<file path="src/rtl/madc_pkg.sv">
package madc_pkg;

   // Edge events of the converter clock, announced one system cycle early.
   typedef struct packed {
      logic rise;
      logic fall;
   } edge_evt_t;

endpackage

</file>
<file path="src/rtl/madc_clk_div.sv">
module madc_clk_div #(
   parameter int DIV  = 5,
   parameter int HIGH = 3
) (
   input  logic                clk,
   input  logic                rst_n,
   output logic                adc_clk,
   output madc_pkg::edge_evt_t evt
);
   localparam int CW = $clog2(DIV);
   localparam logic [CW-1:0] LAST  = CW'(DIV - 1);
   localparam logic [CW-1:0] HLAST = CW'(HIGH - 1);
   localparam logic [CW-1:0] HCNT  = CW'(HIGH);
   localparam logic [CW:0]   HRUN  = (CW+1)'(HIGH);

   if (DIV < 2)                  begin : g_bad_div  $error("DIV must be at least 2"); end
   if (HIGH < 1 || HIGH >= DIV)  begin : g_bad_high $error("HIGH must lie in 1..DIV-1"); end

   logic [CW-1:0] phase, phase_nxt;

   always_comb begin
      phase_nxt = (phase == LAST) ? '0 : phase + 1'b1;
   end

   always_ff @(posedge clk) begin
      if (!rst_n) begin
         phase   <= LAST;
         adc_clk <= 1'b0;
      end else begin
         phase   <= phase_nxt;
         adc_clk <= (phase_nxt < HCNT);
      end
   end

   always_comb begin
      evt.rise = (phase == LAST);
      evt.fall = (phase == HLAST);
   end

   // Counts how many cycles the converter clock has been high so far.
   logic [CW:0] hi_run;
   always_ff @(posedge clk) begin
      if (!rst_n)       hi_run <= '0;
      else if (adc_clk) hi_run <= hi_run + 1'b1;
      else              hi_run <= '0;
   end

   assert_high_bound_R1: assert property (@(posedge clk) disable iff (!rst_n)
      adc_clk |-> hi_run < HRUN);
   assert_high_len_R1: assert property (@(posedge clk) disable iff (!rst_n)
      $fell(adc_clk) |-> hi_run == HRUN);
   assert_rise_evt_R1: assert property (@(posedge clk) disable iff (!rst_n)
      evt.rise |=> $rose(adc_clk));

endmodule

</file>
<file path="src/rtl/madc_seq.sv">
module madc_seq #(
   parameter int FRAME = 20,
   parameter int BITS  = 16
) (
   input  logic                clk,
   input  logic                rst_n,
   input  logic                adc_clk,
   input  madc_pkg::edge_evt_t evt,
   output logic                conv_strobe,
   output logic                sample_en,
   output logic                latch
);
   localparam int FW = $clog2(FRAME);
   localparam int BW = $clog2(BITS + 1);
   localparam logic [FW-1:0] LASTC = FW'(FRAME - 1);
   localparam logic [FW-1:0] BITC  = FW'(BITS);
   localparam logic [BW-1:0] BITSB = BW'(BITS);

   if (FRAME <= BITS + 1) begin : g_bad_frame $error("FRAME must exceed BITS+1"); end

   logic [FW-1:0] cyc;
   logic [BW-1:0] bcnt;

   always_ff @(posedge clk) begin
      if (!rst_n) begin
         cyc         <= LASTC;
         conv_strobe <= 1'b0;
      end else if (evt.rise) begin
         cyc         <= (cyc == LASTC) ? '0 : cyc + 1'b1;
         conv_strobe <= (cyc == LASTC);
      end
   end

   // Bits are taken on falling converter edges in cycles 1..BITS of the frame.
   always_comb begin
      sample_en = evt.fall && (cyc != '0) && (cyc <= BITC);
      latch     = (bcnt == BITSB);
   end

   always_ff @(posedge clk) begin
      if (!rst_n)         bcnt <= '0;
      else if (latch)     bcnt <= '0;
      else if (sample_en) bcnt <= bcnt + 1'b1;
   end

   assert_strobe_align_R2: assert property (@(posedge clk) disable iff (!rst_n)
      $rose(conv_strobe) |-> $rose(adc_clk));
   assert_no_sample_in_strobe_R4: assert property (@(posedge clk) disable iff (!rst_n)
      sample_en |-> !conv_strobe);
   assert_bit_bound_R6: assert property (@(posedge clk) disable iff (!rst_n)
      bcnt <= BITSB);
   assert_latch_single_R6: assert property (@(posedge clk) disable iff (!rst_n)
      latch |=> !latch);

endmodule

</file>
<file path="src/rtl/madc_lane.sv">
module madc_lane #(
   parameter int BITS = 16
) (
   input  logic            clk,
   input  logic            rst_n,
   input  logic            shift_en,
   input  logic            sdata,
   output logic [BITS-1:0] word
);
   if (BITS < 2) begin : g_bad_bits $error("BITS must be at least 2"); end

   always_ff @(posedge clk) begin
      if (!rst_n)        word <= '0;
      else if (shift_en) word <= {word[BITS-2:0], sdata};
   end

   assert_shift_in_R4: assert property (@(posedge clk) disable iff (!rst_n)
      shift_en |=> word[0] == $past(sdata));
   assert_hold_R7: assert property (@(posedge clk) disable iff (!rst_n)
      !shift_en |=> $stable(word));

endmodule

</file>
<file path="src/rtl/multi_adc_capture.sv">
module multi_adc_capture #(
   parameter int NUM_ADC      = 5,
   parameter int SAMPLE_BITS  = 16,
   parameter int CLK_DIV      = 5,
   parameter int CLK_HIGH     = 3,
   parameter int FRAME_CYCLES = 20
) (
   input  logic                               clk,
   input  logic                               rst_n,
   input  logic [NUM_ADC-1:0]                 sdata_a,
   input  logic [NUM_ADC-1:0]                 sdata_b,
   output logic                               adc_clk,
   output logic                               conv_strobe,
   output logic [2*NUM_ADC*SAMPLE_BITS-1:0]   snap_data,
   output logic                               snap_valid
);
   localparam int NUM_CH = 2 * NUM_ADC;

   if (NUM_ADC < 1) begin : g_bad_num $error("NUM_ADC must be at least 1"); end

   madc_pkg::edge_evt_t evt;
   logic sample_en;
   logic latch;

   madc_clk_div #(.DIV(CLK_DIV), .HIGH(CLK_HIGH)) u_div (
      .clk     (clk),
      .rst_n   (rst_n),
      .adc_clk (adc_clk),
      .evt     (evt)
   );

   madc_seq #(.FRAME(FRAME_CYCLES), .BITS(SAMPLE_BITS)) u_seq (
      .clk         (clk),
      .rst_n       (rst_n),
      .adc_clk     (adc_clk),
      .evt         (evt),
      .conv_strobe (conv_strobe),
      .sample_en   (sample_en),
      .latch       (latch)
   );

   logic [SAMPLE_BITS-1:0] words [NUM_CH];

   for (genvar ch = 0; ch < NUM_CH; ch++) begin : g_lane
      logic sd;
      if (ch % 2 == 0) begin : g_a
         assign sd = sdata_a[ch/2];
      end else begin : g_b
         assign sd = sdata_b[ch/2];
      end
      madc_lane #(.BITS(SAMPLE_BITS)) u_lane (
         .clk      (clk),
         .rst_n    (rst_n),
         .shift_en (sample_en),
         .sdata    (sd),
         .word     (words[ch])
      );
   end

   always_ff @(posedge clk) begin
      if (!rst_n) begin
         snap_data  <= '0;
         snap_valid <= 1'b0;
      end else begin
         snap_valid <= latch;
         if (latch) begin
            for (int ch = 0; ch < NUM_CH; ch++) begin
               snap_data[ch*SAMPLE_BITS +: SAMPLE_BITS] <= words[ch];
            end
         end
      end
   end

   assert_valid_pulse_R6: assert property (@(posedge clk) disable iff (!rst_n)
      snap_valid |=> !snap_valid);
   assert_snap_only_on_valid_R6: assert property (@(posedge clk) disable iff (!rst_n)
      !$stable(snap_data) |-> snap_valid);
   assert_valid_after_fall_R6: assert property (@(posedge clk) disable iff (!rst_n)
      $rose(snap_valid) |-> !adc_clk);

endmodule

</file>
<file path="config.mk">
export PLATFORM = sky130hd
export DESIGN_NAME = multi_adc_capture
export DESIGN_NICKNAME = d
export VERILOG_FILES = /design/src/rtl/madc_pkg.sv /design/src/rtl/madc_clk_div.sv /design/src/rtl/madc_seq.sv /design/src/rtl/madc_lane.sv /design/src/rtl/multi_adc_capture.sv
export SDC_FILE = /design/constraint.sdc
export NUM_CORES = 1
export LEC_CHECK = 0
export BUFFER_PORTS_ARGS = -buffer_cell sky130_fd_sc_hd__buf_2
export CORE_AREA = 2 2 181 228
export CTS_CLUSTER_SIZE = 40
export DETAILED_ROUTE_END_ITERATION = 10
export DIE_AREA = 0 0 183 230
export PLACE_DENSITY = 0.58
export SLEW_MARGIN = 20
export SYNTH_ARGS = -nofsm -noshare
export SYNTH_HDL_FRONTEND = slang
export SYNTH_SLANG_ARGS = --single-unit
</file>
<file path="constraint.sdc">
create_clock -name clk -period 4.6 [get_ports clk]
set_clock_uncertainty 0.1 [all_clocks]
set_input_delay 0.23 -clock clk [delete_from_list [all_inputs] [get_ports clk]]
set_output_delay 0.23 -clock clk [all_outputs]
set_load 0.02 [all_outputs]
</file>
==> flow_summary.yaml <==
status:
  status: "completed"
detailed_routing:
  drt_pass1_iterations: 4
  wire_per_inst_microns: 14.4
  ant_nets: 0
  routed_wirelength_microns: 26000
  viasPerCell: 4.63
  drtIter0Drc: 372
  vias: 8378
  drc: 0
yosys:
  synth_compound_gate_area_share: 0.236
  avgSynthCellArea_sq_um: 10.1
  yosys.area_share.simple: 0.123
  synth_top_area_cell: "dfxtp_1"
  yosys-mux-area-fraction: 0.00218
  synth_warnings: 0
  yosys.area.top_type_share: 0.586
  yosysSeqAreaShare: 0.586
  syn_inst: 1136
  synth_top_family_by_area: "compound AO/OA/AOI/OAI gates"
  ys_top_cells_by_count: "dfxtp_1 (336), nand2_1 (328), a21boi_1 (160), a22o_1 (160), buf_2 (49)"
  yosysUniqueCellTypes: 36
  synth-seq-cells: 336
  synthAdderAreaFrac: 0.00763
  yosys.area_share.xor_xnor: 0.00153
  async_reset_ff_frac: 0
  synthMostInstantiatedCell: "dfxtp_1"
  synth-main-ff-cell: "dfxtp_1"
  post_synth_instance_area_sq_mm: 0.0115
  synthTopCellsByArea: "dfxtp_1 (59%), a22o_1 (12%), nand2_1 (11%)"
  synth_edf_count: 0
  syn_nets: 1155
power:
  internal-power_mw: 4.93
  finalPower_mw: 6.30
  p_switching_mw: 1.37
  comb_power_share: 0.041
  p_sw_frac: 0.217
  p_per_area_mw_per_mm2: 449
  p_clk_frac: 0.488
  ir_worst_vdd_v: 0.000229
  p_leak_nw: 5.59
  p_seq_frac: 0.472
worst_setup_path:
  required_ps: 4940
  path_cells: "inv_1 > ha_1 > nor3b_1 > mux2_8 > buf_12 > nand2_1 > a21boi_1"
  critPathCaptureType: "flop"
  reg2reg_depth: 7
  critPathSlowestCell: "mux2_8"
  rr_endpoint: "g_lane[5].u_lane.word[14]$_SDFFE_PN0P_"
  crit_path_start: "u_div.phase[0]$_SDFF_PN0_"
  r2r_slack_ps: 2020
  cp_slowest_stage_delay_ps: 600
  r2r_start: "u_div.phase[0]$_SDFF_PN0_"
  crit_path_start_kind: "flop"
  worstPathArrival_ps: 2920
  path_class: "flop to flop"
  crit_end: "g_lane[5].u_lane.word[14]$_SDFFE_PN0P_"
  critPathMaxFanout: 82
hold_path:
  min_path_cells: 3
  hold_path_class: "primary input to flop"
cts:
  clk_latency_ps: 530
  cts_sinks: 336
  post_cts_buffers: 0
  post_cts_hold_buffer_count: 10
  cts_root_buf: "clkbuf_16"
  clockBufferDepth: 3
  cts-buffers-inserted: 36
  cts_resized: 0
  cts_tree: "yes"
  path_clk_slew_ps: 60
  htreeDepth: 2
grt:
  grtUsageTotal: 0.123
  busiest_layer: "met2"
  antenna_found_initial: 0
  grt_max_degree: 95
  grt.met3_usage: 0.0260
  grt_overflow: 0
  grt_pass1_vias: 8156
  use_met1: 0.148
  grt_pass1_wl_microns: 42400
  grt_use_met2: 0.214
floorplanning:
  dieArea_sq_mm: 0.0421
  initial_core_util: 0.288
  io_pins: 175
  core.rowCount: 82
  die_height_microns: 230
  die_w_microns: 183
  core-area_sq_mm: 0.0398
sta:
  hold_ws_ps: 336
  grt_setup_unrepaired: "no"
  hold_viol_final: 0
  post-route-min-period_ps: 2580
  fmax_ghz: 0.388
  tns_ps: 0
  tightestPinTransition_ps: 897
  slew_viol_final: 0
  fin_crit_sh: 0.560
  setup_viol: 0
  relSlewSlack: 0.402
job:
  drv_cap: 0
final_layout:
  drive_above_1_share: 0.192
  n_antenna_cell: 0
  nets: 1298
  fin_cells: 1808
  final_util: 0.352
  area_growth_pct: 22.1
placed_design:
  hpwl_microns: 15300
  place.gp.congestion: 0.680
  dp_cells: 1735
  portBuffers: 174
-- cell families after synthesis --
kind of cell / after synthesis
AND/OR/NAND/NOR: 354
AO/OA/AOI/OAI: 336
flip-flops: 336
buffers and inverters: 99
adder cells (fa/ha/maj): 7
XOR/XNOR: 2
multiplexers: 2
-- final cells by class --
| class | count | area (sq um) |
|---|---|---|
| Multi-Input combinational cell | 701 | 4280 |
| Inverter | 8 | 30.0 |
| Sequential cell | 336 | 6730 |
| Timing Repair Buffer | 196 | 1090 |
| Clock inverter | 12 | 201 |
| Clock buffer | 51 | 1070 |
| Tap cell | 504 | 631 |
| Fill cell | 4069 | 25800 |
-- layout by cell type (no fill, tap or decap), types with 4 or more instances in the layout --
| cell type | count |
|---|---|
| ha_1 | 7 |
| clkbuf_8 | 9 |
| clkbuf_1 | 5 |
| nand3_1 | 4 |
| buf_2 | 173 |
| clkbuf_16 | 37 |
| a22o_1 | 160 |
| dfxtp_1 | 336 |
| or3_1 | 5 |
| nand2_1 | 328 |
| inv_1 | 8 |
| buf_4 | 11 |
| dlygate4sd3_1 | 10 |
| bufinv_16 | 5 |
| a21boi_1 | 160 |
-- sequential cells by signal, summed over array words and instances (netlist names) --
signal              cells
g_lane.u_lane.word    160
snap_data             160
snap_valid              1
u_div.adc_clk           1
u_div.phase             3
u_seq.bcnt              5
u_seq.conv_strobe       1
u_seq.cyc               5
-- critical path: cells and delay by family (launching register included) --
family | cells | cell delay, ps
muxes | 1 | 600
and+or+nand+nor | 2 | 540
buffers and inverters | 2 | 460
DFF | 1 | 320
adders and majority gates | 1 | 180
AOI/OAI and AO/OA | 1 | 150
-- stage by stage --
stage | area, sq um | worst slack, ps
after CTS | 14000 | 1960
after detailed placement | 12700 | 1980
after global placement | 12700 | 2050
after floorplan | 11500 | 2800
final | 14000 | 2020
after global routing | 14000 | 1790
-- worst min-delay path by stage --
stage | startpoint | to | slack, ps
after floorplan | sdata_a[0] | g_lane[0].u_lane.word[0]$_SDFFE_PN0P_ | 260
after global placement | g_lane[4].u_lane.word[15]$_SDFFE_PN0P_ | g_lane[4].u_lane.word[15]$_SDFFE_PN0P_ | 340
after detailed placement | g_lane[5].u_lane.word[15]$_SDFFE_PN0P_ | g_lane[5].u_lane.word[15]$_SDFFE_PN0P_ | 350
after CTS | rst_n | u_seq.cyc[4]$_SDFFE_PN1N_ | 350
after global routing | g_lane[1].u_lane.word[7]$_SDFFE_PN0P_ | g_lane[1].u_lane.word[8]$_SDFFE_PN0P_ | 370
final | rst_n | u_seq.cyc[4]$_SDFFE_PN1N_ | 340
-- power groups by stage --
stage                     clock network [mW]  logic (mW)  registers, mW
after detailed placement                   0       0.258           3.04
after CTS                               3.18       0.265           2.97
after global routing                    3.29       0.292           2.97
final                                   3.07       0.256           2.97
after global placement                     0       0.251           3.03
after floorplan                            0       0.191           3.04
-- routing by layer --
layer  vias up  share of wire
met5         -              0
met4         0          0.027
met3        46          0.045
met2       148           0.48
met1      4008           0.45
li1       4176              -
Note: power is estimated with default switching activity, not from simulation.
